[src/rtl/srs_pkg.sv]
package srs_pkg;
  // Per-cycle commands from the sequencer to the pin datapath
  typedef struct packed {
    logic load;     // request accepted on this edge
    logic active;   // access runs in the next cycle
    logic csOn;     // chip-select asserted in the next cycle
    logic rdOn;     // read strobe asserted in the next cycle
    logic capture;  // sample the data bus on this edge
  } srsStrobes_t;
endpackage

[src/rtl/srs_ctrl.sv]
module srs_ctrl #(
  parameter int CNT_W = 4,
  localparam int SUM_W = CNT_W + 1
) (
  input  logic                 clk,
  input  logic                 rstN,
  input  logic                 reqValid,
  input  logic [CNT_W-1:0]     cfgCsSetup,
  input  logic [CNT_W-1:0]     cfgCsPulse,
  input  logic [CNT_W-1:0]     cfgRdSetup,
  input  logic [CNT_W-1:0]     cfgRdPulse,
  input  logic [SUM_W-1:0]     cfgCycle,
  input  logic                 cfgRdMode,
  output logic                 reqReady,
  output logic                 cfgErr,
  output srs_pkg::srsStrobes_t strobes
);
  logic             busy;
  logic [SUM_W-1:0] cnt, lastQ, capQ, csSetQ, csEndQ, rdSetQ, rdEndQ;
  logic             accept, nBusy;
  logic [CNT_W-1:0] csPl, rdPl;
  logic [SUM_W-1:0] csEndIn, rdEndIn, lenIn, capIn, nCnt;
  logic [SUM_W-1:0] nCsSet, nCsEnd, nRdSet, nRdEnd;

  always_comb begin
    accept  = reqValid && !busy;
    // a zero pulse is clamped to a single cycle
    csPl    = (cfgCsPulse == '0) ? CNT_W'(1) : cfgCsPulse;
    rdPl    = (cfgRdPulse == '0) ? CNT_W'(1) : cfgRdPulse;
    csEndIn = SUM_W'(cfgCsSetup) + SUM_W'(csPl);
    rdEndIn = SUM_W'(cfgRdSetup) + SUM_W'(rdPl);
    // the access is stretched so that both pulses fit
    lenIn   = cfgCycle;
    if (csEndIn > lenIn) lenIn = csEndIn;
    if (rdEndIn > lenIn) lenIn = rdEndIn;
    capIn   = (cfgRdMode ? rdEndIn : csEndIn) - SUM_W'(1);

    nBusy  = accept || (busy && (cnt != lastQ));
    nCnt   = accept ? '0 : cnt + SUM_W'(1);
    nCsSet = accept ? SUM_W'(cfgCsSetup) : csSetQ;
    nCsEnd = accept ? csEndIn : csEndQ;
    nRdSet = accept ? SUM_W'(cfgRdSetup) : rdSetQ;
    nRdEnd = accept ? rdEndIn : rdEndQ;

    strobes.load    = accept;
    strobes.active  = nBusy;
    strobes.csOn    = nBusy && (nCnt >= nCsSet) && (nCnt < nCsEnd);
    strobes.rdOn    = nBusy && (nCnt >= nRdSet) && (nCnt < nRdEnd);
    strobes.capture = busy && (cnt == capQ);
    reqReady        = !busy;
  end

  always_ff @(posedge clk or negedge rstN) begin
    if (!rstN) begin
      busy   <= 1'b0;
      cnt    <= '0;
      lastQ  <= '0;
      capQ   <= '0;
      csSetQ <= '0;
      csEndQ <= '0;
      rdSetQ <= '0;
      rdEndQ <= '0;
      cfgErr <= 1'b0;
    end else if (accept) begin
      busy   <= 1'b1;
      cnt    <= '0;
      lastQ  <= lenIn - SUM_W'(1);
      capQ   <= capIn;
      csSetQ <= SUM_W'(cfgCsSetup);
      csEndQ <= csEndIn;
      rdSetQ <= SUM_W'(cfgRdSetup);
      rdEndQ <= rdEndIn;
      if ((cfgCsPulse == '0) || (cfgRdPulse == '0)) cfgErr <= 1'b1;
    end else if (busy) begin
      if (cnt == lastQ) busy <= 1'b0;
      else              cnt  <= cnt + SUM_W'(1);
    end
  end
endmodule

[src/rtl/srs_dpath.sv]
module srs_dpath #(
  parameter int ADDR_W = 8,
  parameter int DATA_W = 16,
  parameter int BE_W   = 2
) (
  input  logic                 clk,
  input  logic                 rstN,
  input  srs_pkg::srsStrobes_t strobes,
  input  logic [ADDR_W-1:0]    reqAddr,
  input  logic [BE_W-1:0]      reqBe,
  input  logic [DATA_W-1:0]    memData,
  output logic [ADDR_W-1:0]    memAddr,
  output logic [BE_W-1:0]      memBeN,
  output logic                 memCsN,
  output logic                 memRdN,
  output logic                 ackValid,
  output logic [DATA_W-1:0]    ackData
);
  always_ff @(posedge clk or negedge rstN) begin
    if (!rstN) begin
      memAddr  <= '0;
      memBeN   <= '1;
      memCsN   <= 1'b1;
      memRdN   <= 1'b1;
      ackValid <= 1'b0;
      ackData  <= '0;
    end else begin
      if (strobes.load) begin
        memAddr <= reqAddr;
        memBeN  <= ~reqBe;
      end else if (!strobes.active) begin
        memBeN  <= '1;
      end
      memCsN   <= ~strobes.csOn;
      memRdN   <= ~strobes.rdOn;
      ackValid <= strobes.capture;
      if (strobes.capture) ackData <= memData;
    end
  end
endmodule

[src/rtl/sram_read_seq.sv]
module sram_read_seq #(
  parameter int ADDR_W = 8,
  parameter int DATA_W = 16,
  parameter int BE_W   = 2,
  parameter int CNT_W  = 4,
  localparam int SUM_W = CNT_W + 1
) (
  input  logic              clk,
  input  logic              rstN,
  input  logic              reqValid,
  input  logic [ADDR_W-1:0] reqAddr,
  input  logic [BE_W-1:0]   reqBe,
  output logic              reqReady,
  output logic              ackValid,
  output logic [DATA_W-1:0] ackData,
  input  logic [CNT_W-1:0]  cfgCsSetup,
  input  logic [CNT_W-1:0]  cfgCsPulse,
  input  logic [CNT_W-1:0]  cfgRdSetup,
  input  logic [CNT_W-1:0]  cfgRdPulse,
  input  logic [SUM_W-1:0]  cfgCycle,
  input  logic              cfgRdMode,
  output logic              cfgErr,
  output logic [ADDR_W-1:0] memAddr,
  output logic [BE_W-1:0]   memBeN,
  output logic              memCsN,
  output logic              memRdN,
  input  logic [DATA_W-1:0] memData
);
  srs_pkg::srsStrobes_t strobes;

  srs_ctrl #(.CNT_W(CNT_W)) u_ctrl (
    .clk(clk), .rstN(rstN), .reqValid(reqValid),
    .cfgCsSetup(cfgCsSetup), .cfgCsPulse(cfgCsPulse),
    .cfgRdSetup(cfgRdSetup), .cfgRdPulse(cfgRdPulse),
    .cfgCycle(cfgCycle), .cfgRdMode(cfgRdMode),
    .reqReady(reqReady), .cfgErr(cfgErr), .strobes(strobes)
  );

  srs_dpath #(.ADDR_W(ADDR_W), .DATA_W(DATA_W), .BE_W(BE_W)) u_dpath (
    .clk(clk), .rstN(rstN), .strobes(strobes),
    .reqAddr(reqAddr), .reqBe(reqBe), .memData(memData),
    .memAddr(memAddr), .memBeN(memBeN), .memCsN(memCsN),
    .memRdN(memRdN), .ackValid(ackValid), .ackData(ackData)
  );
endmodule

[config.mk]
export PLATFORM = sky130hd
export DESIGN_NAME = sram_read_seq
export DESIGN_NICKNAME = d
export VERILOG_FILES = /design/src/rtl/srs_pkg.sv /design/src/rtl/srs_ctrl.sv /design/src/rtl/srs_dpath.sv /design/src/rtl/sram_read_seq.sv
export SDC_FILE = /design/constraint.sdc
export NUM_CORES = 1
export LEC_CHECK = 0
export BUFFER_PORTS_ARGS = -buffer_cell sky130_fd_sc_hd__buf_2
export CORE_MARGIN = 5
export CORE_UTILIZATION = 50
export CTS_BUF_LIST = sky130_fd_sc_hd__clkbuf_4
export DETAILED_ROUTE_END_ITERATION = 8
export PLACE_DENSITY = 0.73
export SLEW_MARGIN = 20
export SYNTH_ARGS = -nofsm -noshare
export SYNTH_HDL_FRONTEND = slang
export SYNTH_HIERARCHICAL = 1
export SYNTH_SLANG_ARGS = --single-unit
export TNS_END_PERCENT = 1
[constraint.sdc]
create_clock -name clk -period 7.7 [get_ports clk]
set_input_delay 0.77 -clock clk [delete_from_list [all_inputs] [get_ports clk]]
set_output_delay 0.77 -clock clk [all_outputs]
set_load 0.005 [all_outputs]
==> metrics <==
Max Freq 178 MHz; Final min period 5620 ps; antenna violations before repair 0; Post-Syn Area 4140 um^2; most common cell in the netlist dfrtp_1; top_reg_cell synth dfrtp_1; run status finished clean; commonest cells in the netlist dfrtp_1, ha_1, nand2_1, inv_1; Avg WL per Cell 14.9 um; port bufs 81; Crit Path Max Fanout 13; Clock Skew 12.4 ps; H-tree Lvls 3; HPWL after DPL 6.58 mm; Worst R2R Path Depth 9; crit share post-route 72.9%; PwrDens 373 nW/um^2; number of global-route vias before repair 3,069; Max Cap Viol 0; Yosys top cell by area dfrtp_1; clk_lat worst skew 410 ps; die area 10,200 um^2; Hold WC Path Type reg2reg; vias per cell 5.29; global-route wire length before repair 14.4 mm; leakage 2.43 nW; antenna diode count 0; RSZ-0062 raised after global routing false; final setup TNS 0 ps; Net Count, Synth 486; Yosys reg bits 66; Final Hold Vio Count 0; CTS hold repair buffers 0; FFs w/ async S/R, synth 100%; Worst VDD drop 198 uV; Initial Util 50.9%; Reg clk slew, reported paths 110 ps; gpl congestion 0.849; CTS buffer count 9; # DRC 0; syn_area_per_cell 10.5 um^2; Critical Path End Type flip-flop; CTS tree yes; Yosys top cell area share 37.5%; worst slew pin tran 877 ps; synthesized instance count 394; CP Data Arrival Time 5920 ps; Clk Tree Root Cell clkbuf_4; Iteration-0 DRC Markers 146; Final Power 1.76 mW; Final Net Count 560; via count 3,057; Final WS setup 2080 ps; TritonRoute pass-1 iters 4; Distinct cells, synth 60; TritonCTS Sinks 66; core area 8130 um^2; YS warnings 6; Routed WL 8.62 mm; layout cells sized above 1 30.9%; P&R area growth vs syn 13.9%; GRT Total Usage 17.8%; Clock Path Buffers 2; hold path depth 2; post-CTS setup buffer count 0; Req. time, crit path 8010 ps; WS Path Type in2reg; Ports 82; Max transition margin 41.2%; ranking of synthesized cells by area dfrtp_1, ha_1, mux2_2, mux2_4, mux2i_1; largest net degree at the start of global routing 67; std cell rows 33; dpl ws 1730 ps; die height 101 um; endpoints failing setup 0; Worst setup SP type primary input; number of flops mapped to enable cells by yosys 0; Final Max Tran Viols 0; post-route ant nets 0; Post-CTS Resized 0; sequential share of the synthesized area 40.0%; grt total ovfl 0; die width 101 um
sequential cells by signal, indices dropped and copies added, names as in the netlist, 2 cells and up:
signal / flops
u_dpath/ackData: 16
u_ctrl/csEndQ: 5
u_dpath/memAddr: 8
u_ctrl/csSetQ: 5
u_ctrl/cnt: 5
u_ctrl/rdSetQ: 5
u_ctrl/rdEndQ: 5
u_ctrl/lastQ: 5
u_dpath/memBeN: 2
u_ctrl/capQ: 5
per-stage QoR:
| step | cell area (um^2) | hold slack (ps) | utilization, % | cells |
|---|---|---|---|---|
| 4_1_cts | 4710 | 438 | 57.9 | 578 |
| 2_1_floorplan | 4140 | 432 | - | 394 |
| 3_3_place_gp | 4580 | 444 | 56.3 | 562 |
| 3_5_place_dp | 4580 | 452 | 56.3 | 562 |
| 5_1_grt | 4710 | 447 | 57.9 | 578 |
| 6_report | 4710 | 476 | 57.9 | 578 |
kinds of logic after synthesis:
family | Yosys count | share of synthesized area (%)
compound gates | 69 | 12.4
xor+xnor | 22 | 4.84
fa+ha+maj | 41 | 12.8
buf+inv | 57 | 6.32
flops | 66 | 40.0
mux | 43 | 12.3
simple gates | 96 | 11.3
worst paths after layout:
path	startpoint	end	slack (ps)
max	cfgCsPulse[1]	u_ctrl/lastQ[4]	2080
min	u_ctrl/csSetQ[4]	u_ctrl/csSetQ[4]	480
min in group asynchronous	rstN	u_ctrl/capQ[0]	520
max reg2reg	u_ctrl/busy	u_dpath/memCsN	4710
min reg2reg	u_ctrl/csSetQ[4]	u_ctrl/csSetQ[4]	480
max in group asynchronous	rstN	u_ctrl/rdSetQ[3]	6650
area by class of cell:
cell class                 instances  area [um^2]
clock inverter                     7         68.8
clock buffer                       9         67.6
sequential                        66         1660
multi-input combinational        271         2220
timing repair buffer              83          420
tap                              105          131
fill                             700         3420
inverter                          37          144
worst max-delay path: stages:
cell and delay [ps]:
buf_2 110, nor4_1 60, or2_2 280, ha_1 210
fa_1 410, xnor2_1 330, inv_2 90, ha_1 310
nand3_1 80, a21boi_1 300, o31a_2 280, mux2i_1 310
ha_1 300, o21ai_0 80, a21oi_1 70, o31ai_2 710
o21ai_0 190, ha_1 290, nor2b_1 150, mux2i_1 150
o21ai_1 90, o41ai_2 360
cell usage in the layout, fill, tap and decap left out, types with 13 or more instances in the layout:
| cell | instances |
|---|---|
| inv_1 | 35 |
| xnor2_1 | 14 |
| o21ai_0 | 14 |
| a21oi_1 | 13 |
| nor2_1 | 15 |
| buf_2 | 81 |
| mux2i_1 | 14 |
| mux2_2 | 15 |
| dfrtp_1 | 62 |
| nand2_1 | 37 |
| a21o_1 | 13 |
| ha_1 | 39 |
metal layers:
layer | routed length, um | vias up | share of wire, % | global-route usage (%)
met2 | 4110 | 90 | 48 | 29.2
met4 | 58 | 0 | 0.67 | 3.78
met1 | 3850 | 1447 | 45 | 23.6
met3 | 598 | 6 | 6.9 | 5.19
li1 | - | 1514 | - | -
met5 | 0 | - | 0 | 0
power by group:
part | leakage, nW | internal (mW) | switching [mW] | total [mW]
Sequential | 0.803 | 0.511 | 0.0933 | 0.604
Clock | 0.0737 | 0.0983 | 0.127 | 0.225
Combinational | 1.56 | 0.474 | 0.452 | 0.926
Power figures use the tool's default switching activity.
